[src/rtl/excl_mon_pkg.sv]
package excl_mon_pkg;

    typedef enum logic [1:0] {
        RSP_OKAY   = 2'b00,
        RSP_EXOKAY = 2'b01,
        RSP_SLVERR = 2'b10,
        RSP_DECERR = 2'b11
    } axi_rsp_e;

    typedef struct packed {
        logic excl;   // the write is exclusive
        logic pass;   // exclusive write succeeded
    } wr_verdict_t;

    function automatic logic [2:0] size_max(input logic [2:0] a, input logic [2:0] b);
        return (a > b) ? a : b;
    endfunction

    // Raise an okay on a successful exclusive access; keep error codes as they are.
    function automatic logic [1:0] rsp_remap(input logic excl, input logic pass,
                                             input logic [1:0] slv);
        logic [1:0] r;
        r = slv;
        if (slv == RSP_OKAY && excl && pass) r = RSP_EXOKAY;
        else if (slv == RSP_OKAY)            r = RSP_OKAY;
        return r;
    endfunction

endpackage

[src/rtl/excl_resv_store.sv]
module excl_resv_store
    import excl_mon_pkg::*;
#(
    parameter int ADDR_W = 16
) (
    input  logic              clk,
    input  logic              rst,
    input  logic              ar_fire,
    input  logic              ar_lock,
    input  logic [ADDR_W-1:0] ar_addr,
    input  logic [2:0]        ar_size,
    input  logic              aw_fire,
    input  logic              aw_lock,
    input  logic [ADDR_W-1:0] aw_addr,
    input  logic [2:0]        aw_size,
    output wr_verdict_t       verdict
);
    typedef struct packed {
        logic              valid;
        logic [ADDR_W-1:0] addr;
        logic [2:0]        size;
    } resv_t;

    resv_t resv_q, resv_d;
    logic [2:0]        span;
    logic [ADDR_W-1:0] hi_mask;
    logic              overlap;
    logic              exact;

    // Aligned ranges overlap when they agree above the larger size.
    always_comb begin
        span    = size_max(aw_size, resv_q.size);
        hi_mask = {ADDR_W{1'b1}} << span;
        overlap = resv_q.valid && (((aw_addr ^ resv_q.addr) & hi_mask) == '0);
        exact   = resv_q.valid && (aw_addr == resv_q.addr) && (aw_size == resv_q.size);
    end

    always_comb begin
        verdict.excl = aw_lock;
        verdict.pass = aw_lock ? exact : 1'b1;
    end

    always_comb begin
        resv_d = resv_q;
        if (aw_fire && (aw_lock || overlap)) resv_d.valid = 1'b0;
        // A read in the same cycle is ordered after the write.
        if (ar_fire && ar_lock) begin
            resv_d.valid = 1'b1;
            resv_d.addr  = ar_addr;
            resv_d.size  = ar_size;
        end
    end

    always_ff @(posedge clk) begin
        if (rst) resv_q <= '0;
        else     resv_q <= resv_d;
    end
endmodule

[src/rtl/excl_resp_map.sv]
module excl_resp_map
    import excl_mon_pkg::*;
(
    input  logic        clk,
    input  logic        rst,
    input  logic        ar_fire,
    input  logic        ar_lock,
    input  logic        r_fire,
    input  logic [1:0]  r_resp_slv,
    output logic [1:0]  r_resp_mst,
    input  logic        aw_fire,
    input  wr_verdict_t verdict_now,
    input  logic        b_fire,
    input  logic [1:0]  b_resp_slv,
    output logic [1:0]  b_resp_mst,
    output wr_verdict_t verdict_live
);
    logic        rd_excl_q;
    wr_verdict_t wr_pend_q;

    always_ff @(posedge clk) begin
        if (rst) begin
            rd_excl_q <= 1'b0;
        end else if (ar_fire) begin
            rd_excl_q <= ar_lock;
        end else if (r_fire) begin
            rd_excl_q <= 1'b0;
        end
    end

    always_ff @(posedge clk) begin
        if (rst) begin
            wr_pend_q <= '0;
        end else if (aw_fire) begin
            wr_pend_q <= verdict_now;
        end else if (b_fire) begin
            wr_pend_q <= '0;
        end
    end

    // Write data may share the address cycle, so the fresh verdict is used then.
    assign verdict_live = aw_fire ? verdict_now : wr_pend_q;

    assign r_resp_mst = rsp_remap(rd_excl_q, 1'b1, r_resp_slv);
    assign b_resp_mst = rsp_remap(wr_pend_q.excl, wr_pend_q.pass, b_resp_slv);
endmodule

[src/rtl/excl_strb_gate.sv]
module excl_strb_gate
    import excl_mon_pkg::*;
#(
    parameter int LANES = 4
) (
    input  wr_verdict_t      verdict,
    input  logic [LANES-1:0] strb_in,
    output logic [LANES-1:0] strb_out
);
    logic kill;
    assign kill = verdict.excl && !verdict.pass;

    for (genvar i = 0; i < LANES; i++) begin : g_lane
        assign strb_out[i] = strb_in[i] && !kill;
    end
endmodule

[src/rtl/axi_excl_monitor.sv]
module axi_excl_monitor
    import excl_mon_pkg::*;
#(
    parameter int ADDR_W = 16,
    parameter int LANES  = 4
) (
    input  logic              clk,
    input  logic              rst,
    input  logic              ar_valid,
    input  logic              ar_ready,
    input  logic [ADDR_W-1:0] ar_addr,
    input  logic [2:0]        ar_size,
    input  logic              ar_lock,
    input  logic              r_valid,
    input  logic              r_ready,
    input  logic [1:0]        r_resp_slv,
    output logic [1:0]        r_resp_mst,
    input  logic              aw_valid,
    input  logic              aw_ready,
    input  logic [ADDR_W-1:0] aw_addr,
    input  logic [2:0]        aw_size,
    input  logic              aw_lock,
    input  logic [LANES-1:0]  w_strb_in,
    output logic [LANES-1:0]  w_strb_out,
    input  logic              b_valid,
    input  logic              b_ready,
    input  logic [1:0]        b_resp_slv,
    output logic [1:0]        b_resp_mst
);
    logic        ar_fire, aw_fire, r_fire, b_fire;
    wr_verdict_t verdict_now, verdict_live;

    assign ar_fire = ar_valid && ar_ready;
    assign aw_fire = aw_valid && aw_ready;
    assign r_fire  = r_valid && r_ready;
    assign b_fire  = b_valid && b_ready;

    excl_resv_store #(.ADDR_W(ADDR_W)) u_store (
        .clk(clk), .rst(rst),
        .ar_fire(ar_fire), .ar_lock(ar_lock), .ar_addr(ar_addr), .ar_size(ar_size),
        .aw_fire(aw_fire), .aw_lock(aw_lock), .aw_addr(aw_addr), .aw_size(aw_size),
        .verdict(verdict_now)
    );

    excl_resp_map u_map (
        .clk(clk), .rst(rst),
        .ar_fire(ar_fire), .ar_lock(ar_lock),
        .r_fire(r_fire), .r_resp_slv(r_resp_slv), .r_resp_mst(r_resp_mst),
        .aw_fire(aw_fire), .verdict_now(verdict_now),
        .b_fire(b_fire), .b_resp_slv(b_resp_slv), .b_resp_mst(b_resp_mst),
        .verdict_live(verdict_live)
    );

    excl_strb_gate #(.LANES(LANES)) u_gate (
        .verdict(verdict_live), .strb_in(w_strb_in), .strb_out(w_strb_out)
    );
endmodule

[config.mk]
export PLATFORM = sky130hd
export DESIGN_NAME = axi_excl_monitor
export DESIGN_NICKNAME = d
export VERILOG_FILES = /design/src/rtl/excl_mon_pkg.sv /design/src/rtl/excl_resv_store.sv /design/src/rtl/excl_resp_map.sv /design/src/rtl/excl_strb_gate.sv /design/src/rtl/axi_excl_monitor.sv
export SDC_FILE = /design/constraint.sdc
export NUM_CORES = 1
export LEC_CHECK = 0
export BUFFER_PORTS_ARGS = -buffer_cell sky130_fd_sc_hd__buf_4
export CAP_MARGIN = 15
export CORE_MARGIN = 2
export CORE_UTILIZATION = 45
export DETAILED_ROUTE_END_ITERATION = 16
export PLACE_DENSITY = 0.91
export SLEW_MARGIN = 25
export SYNTH_ARGS = -nofsm -noshare
export SYNTH_HDL_FRONTEND = slang
export SYNTH_SLANG_ARGS = --single-unit
[constraint.sdc]
create_clock -name clk -period 3.25 [get_ports clk]
set_input_delay 0.1625 -clock clk [delete_from_list [all_inputs] [get_ports clk]]
set_output_delay 0.1625 -clock clk [all_outputs]
set_load 0.02 [all_outputs]
Word-level counts from Yosys, hierarchy flattened:

Cells that the tools add are included.

* equal/unequal tests: 2
* shift operators: 1
* magnitude comparators: 1
* reductions and logical operators: 26
* mux-type cells: 13
* bitwise gates (word level): 2

Operator list (number)
* 20-bit two-way mux: 1
* 1-bit logical AND: 17
* 16-bit bitwise AND: 1
* 16-bit equality test: 1
* 16-bit zero test: 1
* 16-bit by 3-bit left shift with 16-bit output (first input constant): 1
* 16-bit XOR: 1
* 2-bit two-way mux: 7
* 2-bit nonzero test: 3
* 2-bit zero test: 2
* 1-bit two-way mux: 4
* 3-bit equality test: 1
* 3-bit > comparator: 1
* 3-bit two-way mux: 1
* 1-bit zero test: 2
* 1-bit logical OR: 1

* output and inout port bits: 8
* bits of input ports: 58
* flip-flop bits (word level): 23

Depth between registers and ports, before layout:

Gate-level depths: netlist of the first run.

* depth after elaboration: 10
* mapped depth: 7
* mapped depth without buffers: 7

Hierarchy:

From an unflattened synthesis of the first run, not the netlist that was laid out.

* cells, all modules: 181
* area total of the unflattened synthesis: 1345.0 µm²

By module, submodules not included
* excl_resv_store: area an instance 1123.6 µm², cells an instance 151, times used 1, sequential area each 400.4 µm²
* excl_resp_map: area an instance 155.1 µm², cells an instance 21, times used 1, sequential area each 60.1 µm²
* excl_strb_gate: area an instance 41.3 µm², cells an instance 5, times used 1, sequential area each 0.0 µm²
* axi_excl_monitor: area an instance 25.0 µm², cells an instance 4, times used 1, sequential area each 0.0 µm²

Least setup slack after synthesis of the first run:

OpenSTA, ideal clock, no wires.

* kind: reg2reg
* start: register u_store.resv_q[1] (netlist bit)
* end: register u_store.resv_q[19] (netlist bit)
* slack: 1238 ps
* arrival time: 1887 ps
* data required time: 3125 ps
* buffers on the path: 0
* clock period less this slack: 2012 ps
* stages on the path, launching flop included: 8
* cell sequence: dfxtp_1 -> inv_1 -> ha_1 -> and3_1 -> a21oi_4 -> mux2i_1 -> a41oi_1 -> o41a_1

* word-level cells in the longest chain between the ends: 9

RTL lines
* from (decl): RTL line excl_resv_store.sv:24 `resv_t resv_q, resv_d;`
* from (signal assigned): RTL line excl_resv_store.sv:56 `else resv_q <= resv_d;`
* 3-bit > comparator: RTL line excl_mon_pkg.sv:16 `return (a > b) ? a : b;`
* 3-bit two-way mux *: RTL line excl_mon_pkg.sv:16
* 16-bit by 3-bit left shift with 16-bit output *: RTL line excl_resv_store.sv:33 `hi_mask = {ADDR_W{1'b1}} << span;`
* 16-bit bitwise AND *: RTL line excl_resv_store.sv:34 `overlap = resv_q.valid && (((aw_addr ^ resv_q.addr) & hi_mask) == '0);`
* 16-bit zero test *: RTL line excl_resv_store.sv:34
* 1-bit logical AND *: RTL line excl_resv_store.sv:34
* 1-bit logical OR *: RTL line excl_resv_store.sv:45 `if (aw_fire && (aw_lock || overlap)) resv_d.valid = 1'b0;`
* 1-bit logical AND *: RTL line excl_resv_store.sv:45
* 2-bit nonzero test (no line) *

Mark *: on every way between the ends. The rest lies on a longest branch, timed or not.
A chain may end at the register's enable or synchronous reset.

Final worst setup path of the first run:

* start: register u_store.resv_q[1] (netlist bit)
* end: output w_strb_out[1]

* word-level cells in the longest chain between the ends: 8

RTL lines
* 3-bit equality test: RTL line excl_resv_store.sv:35 `exact = resv_q.valid && (aw_addr == resv_q.addr) && (aw_size == resv_q.size);`
* 1-bit logical AND: RTL line excl_resv_store.sv:35
* 1-bit two-way mux: RTL line excl_resv_store.sv:40 `verdict.pass = aw_lock ? exact : 1'b1;`
* 2-bit two-way mux: RTL line excl_resp_map.sv:42 `assign verdict_live = aw_fire ? verdict_now : wr_pend_q;`
* 1-bit zero test: RTL line excl_strb_gate.sv:11 `assign kill = verdict.excl && !verdict.pass;`
* 1-bit logical AND: RTL line excl_strb_gate.sv:11
* 1-bit zero test: RTL line excl_strb_gate.sv:14 `assign strb_out[i] = strb_in[i] && !kill;`
* 1-bit logical AND: RTL line excl_strb_gate.sv:14
* to (decl): RTL line axi_excl_monitor.sv:24 `output logic [LANES-1:0] w_strb_out,`

No other way between the ends.

==> results of run 1 <==
==> registers in the layout (all words and copies together), names as in the netlist <==
signal,count
u_map.rd_excl_q,1
u_store.resv_q,20
u_map.wr_pend_q,2
==> cells by family after synthesis <==
logic type,count (synthesis),share of synthesized area (%)
and+or+nand+nor,73,24.9
AOI/OAI and AO/OA,40,18.8
DFF,23,35.5
xor gates and xnor gates,16,10.8
buffers and inverters,13,3.76
muxes,4,3.47
adders and majority gates,3,2.89
==> cells in the final DEF (no fill, tap or decap) <==
master	instances
a211oi_1	1
a21o_1	1
a21oi_1	27
a21oi_4	1
a221oi_1	1
a22oi_1	2
a311oi_1	1
a41oi_1	1
and3_1	2
buf_4	65
clkbuf_1	1
clkbuf_4	3
dfxtp_1	23
ha_1	3
inv_1	5
mux2_4	1
mux2i_1	3
nand2_1	45
nand3_1	7
nand3b_1	2
nand4_1	3
nand4b_1	1
nor2_1	8
nor3_1	3
nor4_1	1
nor4_2	1
o21ai_0	2
o21bai_1	1
o31ai_1	1
o41a_1	1
xnor2_1	12
xor2_1	4
==> layout make-up <==
class	instances	share of cell area [%]
multi-input cells	136	43.3
repair buffers	65	26.8
flip-flops and latches	23	25.3
well taps	31	2.13
clock buffers	4	1.44
inverters	5	1.03
==> metrics by stage <==
stage / power [mW] / setup WS (ns) / instances / hold slack, ns
floorplan: 0.385 / 1.24 / 172 / 0.232
global placement: 0.463 / 1.17 / 260 / 0.412
detailed placement: 0.465 / 1.11 / 260 / 0.420
CTS: 0.588 / 0.868 / 264 / 0.0920
global route: 0.619 / 0.638 / 264 / 0.0780
finish: 0.585 / 0.867 / 264 / 0.0951
==> worst max-delay path: stages (launching register included) <==
cell and delay [ns]:
dfxtp_1 0.44, inv_1 0.09, ha_1 0.29, and3_1 0.22
nand4_1 0.12, nor4_1 0.06, a211oi_1 0.44, nor2_1 0.10
buf_4 0.17
==> report_power, final <==
| group | switching, mW | total, mW | internal, mW | leakage [nW] |
|---|---|---|---|---|
| logic | 0.0726 | 0.160 | 0.0874 | 0.579 |
| clock network | 0.0779 | 0.126 | 0.0477 | 0.0150 |
| registers | 0.00728 | 0.299 | 0.292 | 0.187 |
| total | 0.158 | 0.585 | 0.427 | 0.781 |
==> layer usage <==
metal / wire length, um / up-vias / GRT usage [%] / share of wire (%)
li1: - / 716 / - / -
met1: 1300 / 594 / 23.1 / 42
met2: 1520 / 52 / 34.6 / 49
met3: 250 / 2 / 2.90 / 8.1
met4: 27 / 0 / 5.65 / 0.87
met5: 0 / - / 0 / 0
==> synthesized netlist by cell type <==
master    number  area share [%]
a311oi_1       1            0.67
ha_1           3             2.9
o21bai_1       1            0.58
nand3b_1       2             1.2
a21o_1         1            0.58
clkbuf_1       8             2.3
xor2_1         4             2.7
a211oi_1       1            0.58
a221oi_1       1            0.67
nand4_1        3             1.4
nand3_1        7             2.7
mux2i_1        3             2.3
o31ai_1        1            0.58
and3_1         2            0.96
xnor2_1       12             8.1
nor4_2         1            0.96
nand2_1       45              13
nor4_1         1            0.48
inv_1          5             1.4
o21ai_0        2            0.77
a21oi_4        1             1.3
nand4b_1       1            0.67
dfxtp_1       23              35
a22oi_1        2             1.2
a41oi_1        1            0.67
nor3_1         3             1.2
a21oi_1       27              10
o41a_1         1            0.87
mux2_4         1             1.2
nor2_1         8             2.3
==> worst min path at each step <==
| stage | start | end | slack, ns | cells past startpoint |
|---|---|---|---|---|
| 2_1_floorplan | rst | u_store.resv_q[9] | 0.23 | 1 |
| 3_3_place_gp | ar_addr[11] | u_store.resv_q[14] | 0.41 | 3 |
| 3_5_place_dp | ar_addr[10] | u_store.resv_q[13] | 0.42 | 3 |
| 4_1_cts | ar_addr[10] | u_store.resv_q[13] | 0.09 | 3 |
| 5_1_grt | ar_addr[13] | u_store.resv_q[16] | 0.08 | 3 |
| 6_report | ar_addr[6] | u_store.resv_q[9] | 0.1 | 3 |
==> summary.md, run 1 <==
| Metric | Value |
|---|---|
| Worst Hold Class | primary input to flip-flop |
| Antenna Cells | 0 |
| Period minus WS final | 2.38 ns |
| Pins over their slew limit | 0 |
| Vias in the first global route | 1263 |
| Worst-margin pin slew | 0.751 ns |
| H-tree Lvls | 1 |
| DRC Markers | 0 |
| Reg2reg start | u_store.resv_q[1] |
| Maximum clock path buffer count | 2 |
| Routed Antenna Nets | 0 |
| Max IR drop VDD | 0.294 mV |
| Clock transition at the registers of the reported paths | 0.12 ns |
| Critical R2R Capture | u_store.resv_q[19] |
| Max frequency | 420 MHz |
| First-pass GRT wire length | 5.14 mm |
| Worst Path Arrival | 2.22 ns |
| Post-DR wirelength/cell | 11.8 um |
| Syn Inst Count | 172 |
| CTS root buf | clkbuf_4 |
| Yosys cell types | 30 |
| Worst-path fanout max | 7 |
| Sequential area share after synthesis | 35.5% |
| Vias per cell | 5.17 |
| DRT iter0 DRCs | 19 |
| Sequential cell area | 460 um^2 |
| Final Hold Fails | 0 |
| I/O Pins | 66 |
| Pwr dens | 321 nW/um^2 |
| Clock Skew | 0.00475 ns |
| Nets | 295 |
| Synth Area per Inst | 7.55 um^2 |
| RSZ-0062 raised after global routing | no |
| Final worst path period share | 73.3% |
| Pin count of the biggest net entering global routing | 25 |
| Startpoint types | flip-flop |
| Status | complete, no violations |
| Placer congestion estimate | 0.811 |
| Hold buffers post-CTS | 0 |
| Fillers | 261 |
| Cells on worst reg2reg path | 7 |
| Die ar. | 3330 um^2 |
| Final setup TNS | 0 ns |
| Final Cell Area | 1820 um^2 |
| Synth-to-Final Area Change | 40.3% |
| CTS Buf Count | 3 |
| Grt total ovfl | 0 |
| Pre-antenna DRT Iters | 4 |
| Tot GR Track Use | 19.1% |
| Postcts setup bufs | 0 |
| Core Area | 2760 um^2 |
| Dpl hpwl | 2.46 mm |
| Multi-input gate area | 790 um^2 |
| Lkg Pwr | 0.781 nW |
| Critical Path Source | u_store.resv_q[1] |
| Initial Util | 47.1% |
| Die Height | 57.7 um |
| Relative slew margins | 49.8% |
| Routed WL | 3.10 mm |
| CP Class | flip-flop to primary output |
| Die width | 57.7 um |
| DP Area | 1800 um^2 |
| Share of cells above drive strength 1 | 30.5% |
| Later-pin clock latency in the skew report | 0.29 ns |
| Final core utilization | 66.1% |
| CP required | 3.09 ns |
| Flop-to-flop setup slack | 1.06 ns |
| Std cell rows | 19 |
| Clock sink count | 23 |
| Final setup vio count | 0 |
| Total number of vias | 1364 |
| CTS tree | yes |
| Initial antenna violation count | 0 |
| Setup crit end kind | primary output |
| Critical Path End | w_strb_out[1] |
| Net Count, Synth | 233 |
| I/O Buffers | 65 |
| Cell Area, Synth | 1300 um^2 |
| Count of maximum capacitance violations | 0 |
| Warning count from the yosys run | 0 |
| Resized cells post-CTS | 0 |
| Number of synthesized register bits | 23 |
Power figures use the tool's default switching activity.
==> inputs of run 2 (changes only) <==
==> constraint.sdc (replaced) <==
create_clock -name clk -period 2.27 [get_ports clk]
set_input_delay 0.1135 -clock clk [delete_from_list [all_inputs] [get_ports clk]]
set_output_delay 0.1135 -clock clk [all_outputs]
set_load 0.02 [all_outputs]
==> summary.md, run 2 (synthesized netlist as in run 1, its figures left out) <==
| Metric | Value |
|---|---|
| Critical path buffer and inverter count | 2 (unchanged) |
| I/O Pins | 66 (unchanged) |
| Worst-path fanout max | 4 (-3) |
| Routed Antenna Nets | 0 (unchanged) |
| Die ar. | 3330 um^2 (unchanged) |
| Tot GR Track Use | 21.5% (+2.5 points) |
| Reg2reg start | u_store.resv_q[0] |
| Dpl hpwl | 2.62 mm (+6.7%) |
| Core Area | 2760 um^2 (unchanged) |
| Nets | 302 (+2.4%) |
| Commonest non-fill, non-tap cell in the layout | buf_4 |
| Synth-to-Final Area Change | 48.5% |
| Pint | 0.623 mW (+46%) |
| Relative slew margins | 52.0% (+2.2 points) |
| Sequential Power Share | 49.5% (-1.7 points) |
| Max IR drop VDD | 0.359 mV (+22%) |
| Pre-antenna DRT Iters | 4 (unchanged) |
| Initial antenna violation count | 0 (unchanged) |
| Cells on worst reg2reg path | 7 (unchanged) |
| Setup crit end kind | primary output |
| Worst Path Arrival | 2.10 ns (-0.12 ns) |
| Clock sink count | 23 (unchanged) |
| Largest regs | u_store.resv_q (20), u_map.wr_pend_q (2), u_map.rd_excl_q (1) |
| Critical R2R Capture | u_store.resv_q[19] |
| Vias in the first global route | 1351 (+7.0%) |
| Hold Slack | 0.0428 ns (-0.0523 ns) |
| DRC Markers | 0 (unchanged) |
| Worst Hold Class | primary input to flip-flop |
| Clock power frac | 21.3% (-0.2 points) |
| Final setup TNS | 0 ns (unchanged) |
| Max frequency | 452 MHz |
| DRT iter0 DRCs | 51 (+32) |
| Comb power frac | 29.2% (+1.8 points) |
| Most frequent cells in the layout | 72 x buf_4, 45 x nand2_1, 27 x a21oi_1, 20 x dfxtp_1, 12 x xnor2_1 |
| Die width | 57.7 um (unchanged) |
| Sw frac | 27.9% (+0.93 points) |
| CTS Buf Count | 3 (unchanged) |
| Total number of vias | 1433 (+5.1%) |
| Worst-margin pin slew | 0.720 ns (-0.0313 ns) |
| Sequential cell area | 464 um^2 (+0.82%) |
| CTS root buf | clkbuf_4 |
| Flop-to-flop setup slack | 0.09 ns (-0.97 ns) |
| Lkg Pwr | 0.823 nW (+5.4%) |
| Std cell rows | 19 (unchanged) |
| Placer congestion estimate | 0.774 (-4.6%) |
| Clock Skew | 0.000598 ns (-0.00415 ns) |
| Critical Path Source | u_store.resv_q[2] |
| Startpoint types | flip-flop |
| Routed WL | 3.55 mm (+15%) |
| Clock transition at the registers of the reported paths | 0.12 ns (about the same) |
| I/O Buffers | 65 (unchanged) |
| CP Class | flip-flop to primary output |
| Die Height | 57.7 um (unchanged) |
| Initial Util | 47.1% (unchanged) |
| Final worst path period share | 97.4% |
| Pwr dens | 448 nW/um^2 (+40%) |
| Maximum clock path buffer count | 2 (unchanged) |
| Grt total ovfl | 0 (unchanged) |
| First-pass GRT wire length | 5.68 mm (+10%) |
| Count of maximum capacitance violations | 0 (unchanged) |
| Pin count of the biggest net entering global routing | 25 (unchanged) |
| H-tree Lvls | 1 (unchanged) |
| Crit path depth | 8 (unchanged) |
| Share of cells above drive strength 1 | 36.7% (+6.2 points) |
| Period minus WS final | 2.21 ns |
| Slowest CP cell | dfxtp_2 |
| Final setup vio count | 0 (unchanged) |
| PnR Total Power | 0.864 mW (+48%) |
| Critical Path End | w_strb_out[2] |
| Fillers | 240 (-8.0%) |
| Net Switching | 0.241 mW (+53%) |
| Multi-input gate area | 840 um^2 (+6.3%) |
| Antenna Cells | 0 (unchanged) |
| CP required | 2.16 ns (-0.93 ns) |
| Top delay family on crit path | simple AND/OR/NAND/NOR gates |
| Later-pin clock latency in the skew report | 0.30 ns (about the same) |
| Pins over their slew limit | 0 (unchanged) |
| Vias per cell | 5.29 (+2.3%) |
| Crit path cell chain | inv_2 > ha_4 > and3_4 > nand4_1 > nor4_4 > a211oi_2 > nor2_1 > buf_4 |
| CTS tree | yes |
| Max reg flops | 20 (unchanged) |
| Final Hold Fails | 0 (unchanged) |
| Post-DR wirelength/cell | 13.1 um (+12%) |
| Status | complete, no violations |
| Max incr delay on CP | 0.37 ns (-0.07 ns) |
| Top reg by flops | u_store.resv_q |
==> run 2: changes by cell type in the layout (fill, tap and decap cells not counted), sizes merged <==
cell / change
buf: +7
==> run 2: how the worst min path moves through the flow <==
| stage | startpoint | end | slack [ns] | cells past startpoint |
|---|---|---|---|---|
| 2_1_floorplan | rst | u_store.resv_q[9] | 0.18 | 1 |
| 3_3_place_gp | ar_addr[11] | u_store.resv_q[14] | 0.36 | 3 |
| 3_5_place_dp | ar_addr[1] | u_store.resv_q[4] | 0.37 | 3 |
| 4_1_cts | ar_addr[11] | u_store.resv_q[14] | 0.04 | 3 |
| 5_1_grt | ar_addr[6] | u_store.resv_q[9] | 0.02 | 3 |
| 6_report | ar_size[0] | u_store.resv_q[0] | 0.04 | 3 |
==> run 2: metal layers <==
layer	global-route usage, %	up-vias	share of wire, %
li1	-	729	-
met1	25.3	642	39
met2	37.2	58	53
met3	4.46	4	6.6
met4	10.3	0	1.2
met5	0	-	0
==> run 2: cell type report <==
| cell class | instances | area share [%] |
|---|---|---|
| clock buffers | 4 | 1.36 |
| well taps | 31 | 2.01 |
| flip-flops and latches | 23 | 24.1 |
| inverters | 5 | 0.973 |
| repair buffers | 72 | 28.0 |
| multi-input cells | 136 | 43.5 |
==> run 2: power groups by stage <==
stage                     combinational (mW)  clock [mW]  sequential [mW]
final                                  0.252       0.184            0.427
after global routing                   0.274       0.213            0.430
after global placement                 0.228           0            0.436
after CTS                              0.238       0.191            0.427
after detailed placement               0.234           0            0.436
after floorplan                        0.116           0            0.435
==> run 2: worst register-to-register path, cell delays in order, from the launching register on <==
cell and delay, ns:
dfxtp_2 0.37, ha_1 0.28, and3_4 0.19, buf_4 0.13, a21oi_4 0.25, mux2i_1 0.26, a41oi_1 0.15, o41a_1 0.44
==> run 2: per-stage QoR <==
step	cell area [um^2]	cells	utilization (%)	setup slack (ns)
after CTS	1860	266	67.3	0.00151
after floorplan	1300	172	-	0.258
final	1930	271	69.9	0.0584
after global routing	1930	271	69.9	-0.0177
after global placement	1810	262	65.7	0.222
after detailed placement	1810	262	65.7	0.158
==> run 2: what timing repair did <==
| item | in CTS | in global routing |
|---|---|---|
| hold buffers | 0 | 0 |
| setup endpoints to repair | 4 | 5 |
| pin swaps | 0 | 6 |
| buffers inserted | 0 | 5 |
| gates resized for setup | 3 | 8 |
==> inputs of run 3 (changes only) <==
--- a/config.mk
+++ b/config.mk
@@ -7,8 +7,9 @@
 export LEC_CHECK = 0
 export BUFFER_PORTS_ARGS = -buffer_cell sky130_fd_sc_hd__buf_4
 export CAP_MARGIN = 15
-export CORE_MARGIN = 2
+export CORE_MARGIN = 3
 export CORE_UTILIZATION = 45
+export CTS_BUF_LIST = sky130_fd_sc_hd__clkbuf_4
 export DETAILED_ROUTE_END_ITERATION = 16
 export PLACE_DENSITY = 0.91
 export SLEW_MARGIN = 25
==> summary.md, run 3 (synthesized netlist as in run 1, its figures left out) <==
| Metric | Value |
|---|---|
| Cells after DPL | 261 (-0.38%) |
| Vias in the first global route | 1375 (+1.8%) |
| Largest regs | u_store.resv_q (20), u_map.wr_pend_q (2), u_map.rd_excl_q (1) |
| Final std cells w/o fill | 268 (-1.1%) |
| Worst-margin pin slew | 0.731 ns (+0.0109 ns) |
| Reg2reg start | u_store.resv_q[2] |
| Post-DR wirelength/cell | 12.7 um (-2.9%) |
| Commonest non-fill, non-tap cell in the layout | buf_4 |
| Final worst path period share | 94.7% (-2.7 points) |
| Top reg by flops | u_store.resv_q |
| Hold Path Sink | u_store.resv_q[3] |
| Count of maximum capacitance violations | 0 (unchanged) |
| I/O Pins | 66 (unchanged) |
| Max frequency | 465 MHz (+2.9%) |
| Pin count of the biggest net entering global routing | 25 (unchanged) |
| Worst Path Arrival | 2.04 ns (-0.06 ns) |
| Initial antenna violation count | 0 (unchanged) |
| Worst-path fanout max | 4 (unchanged) |
| Final setup vio count | 0 (unchanged) |
| Cells on worst reg2reg path | 7 (unchanged) |
| Flop-to-flop setup slack | 0.20 ns (+0.11 ns) |
| Max IR drop VDD | 0.395 mV (+9.9%) |
| Placer congestion estimate | 0.807 (+4.2%) |
| Maximum clock path buffer count | 2 (unchanged) |
| Tot GR Track Use | 19.3% (-2.3 points) |
| Grt total ovfl | 0 (unchanged) |
| Period minus WS final | 2.15 ns (-0.0622 ns) |
| Clock sink count | 23 (unchanged) |
| Die width | 59.7 um (+3.5%) |
| Hold Crit Start | ar_addr[0] |
| RSZ-0062 raised after global routing | no |
| Dpl hpwl | 2.70 mm (+2.8%) |
| First-pass GRT wire length | 5.37 mm (-5.5%) |
| Worst Hold Class | primary input to flip-flop |
| Die ar. | 3570 um^2 (+7.1%) |
| Final Hold Fails | 0 (unchanged) |
| Pins over their slew limit | 0 (unchanged) |
| Pre-antenna DRT Iters | 4 (unchanged) |
| Lkg Pwr | 0.814 nW (-1.1%) |
| Hold Path Stages | 3 (unchanged) |
| I/O Buffers | 65 (unchanged) |
| Clock transition at the registers of the reported paths | 0.12 ns (about the same) |
| Antenna Cells | 0 (unchanged) |
| Final setup TNS | 0 ns (unchanged) |
| Initial Util | 49.7% (+2.6 points) |
| Routed Antenna Nets | 0 (unchanged) |
| Startpoint types | flip-flop |
| CP Class | flip-flop to primary output |
| Routed WL | 3.41 mm (-3.9%) |
| Synth-to-Final Area Change | 45.5% |
| Later-pin clock latency in the skew report | 0.30 ns (about the same) |
| Max reg flops | 20 (unchanged) |
| Most frequent cells in the layout | 70 x buf_4, 45 x nand2_1, 27 x a21oi_1, 21 x dfxtp_1, 12 x xnor2_1 |
| DRT iter0 DRCs | 31 (-39%) |
| CTS Buf Count | 3 (unchanged) |
| Clock Skew | 0.00101 ns (+0.000414 ns) |
| Pwr dens | 458 nW/um^2 (+2.1%) |
| Share of cells above drive strength 1 | 34.5% (-2.2 points) |
| Vias per cell | 5.40 (+2.0%) |
| H-tree Lvls | 1 (unchanged) |
| CTS tree | yes |
| Relative slew margins | 51.3% (-0.72 points) |
| Std cell rows | 18 (-1) |
| Die Height | 59.7 um (+3.5%) |
| Status | complete, no violations |
| DRC Markers | 0 (unchanged) |
| Nets | 300 (-0.66%) |
| Core Area | 2610 um^2 (-5.3%) |
| Critical R2R Capture | u_store.resv_q[19] |
| Total number of vias | 1446 (+0.91%) |
| CP required | 2.16 ns (about the same) |
| Setup crit end kind | primary output |
| CTS root buf | clkbuf_4 |
-- run 3: critical path, cell delays in order (launching register included) --
cell and delay [ns]:
dfxtp_2 0.35, inv_1 0.05, ha_1 0.32, and3_4 0.21
nand4_1 0.14, nor4_4 0.22, a211oi_2 0.14, nor2_1 0.14
buf_4 0.15
-- run 3: worst max path at each step --
stage	startpoint	to	slack, ns	cells after the start
CTS	u_store.resv_q[2]	w_strb_out[2]	0.001	8
detailed placement	u_store.resv_q[2]	u_store.resv_q[19]	0.14	7
global route	u_store.resv_q[2]	w_strb_out[3]	0.003	8
global placement	u_store.resv_q[2]	u_store.resv_q[19]	0.23	7
finish	u_store.resv_q[2]	w_strb_out[2]	0.12	8
floorplan	u_store.resv_q[1]	u_store.resv_q[19]	0.26	7
-- run 3: cell type report --
type,count,area (um^2)
Tap cell,30,37.5
Sequential cell,23,463
Timing Repair Buffer,70,526
Multi-Input combinational cell,136,815
Inverter,5,18.8
Fill cell,219,723
Clock buffer,4,30.0
-- run 3: routing by layer --
metal	GRT usage, %	vias up	share of wire [%]
li1	-	725	-
met1	22.0	658	41
met2	34.3	59	51
met3	3.67	4	7.6
met4	8.54	0	0.97
met5	0	-	0
-- run 3: stage by stage --
step	utilization, %	setup slack, ns	instance area, um^2	hold slack (ns)	power [mW]
finish	72.3	0.121	1890	0.0421	0.865
global route	72.3	0.00317	1890	0.0275	0.912
CTS	71.6	0.00136	1870	0.0355	0.866
detailed placement	69.3	0.142	1810	0.371	0.669
global placement	69.3	0.229	1810	0.361	0.664
floorplan	-	0.258	1300	0.183	0.551
-- run 3: power by group --
group / leakage, nW / internal [mW] / switching [mW]
clock: 0.0184 / 0.0804 / 0.117
combinational: 0.608 / 0.129 / 0.110
sequential: 0.188 / 0.418 / 0.00969
total: 0.814 / 0.628 / 0.237
-- run 3: timing repair --
item / CTS / global route
resized for setup: 4 / 2
buffers inserted: 2 / 1
endpoints found under the setup margin: 4 / 4
pin swaps: 2 / 4
hold buffers: 0 / 0
gates cloned: 0 / 0
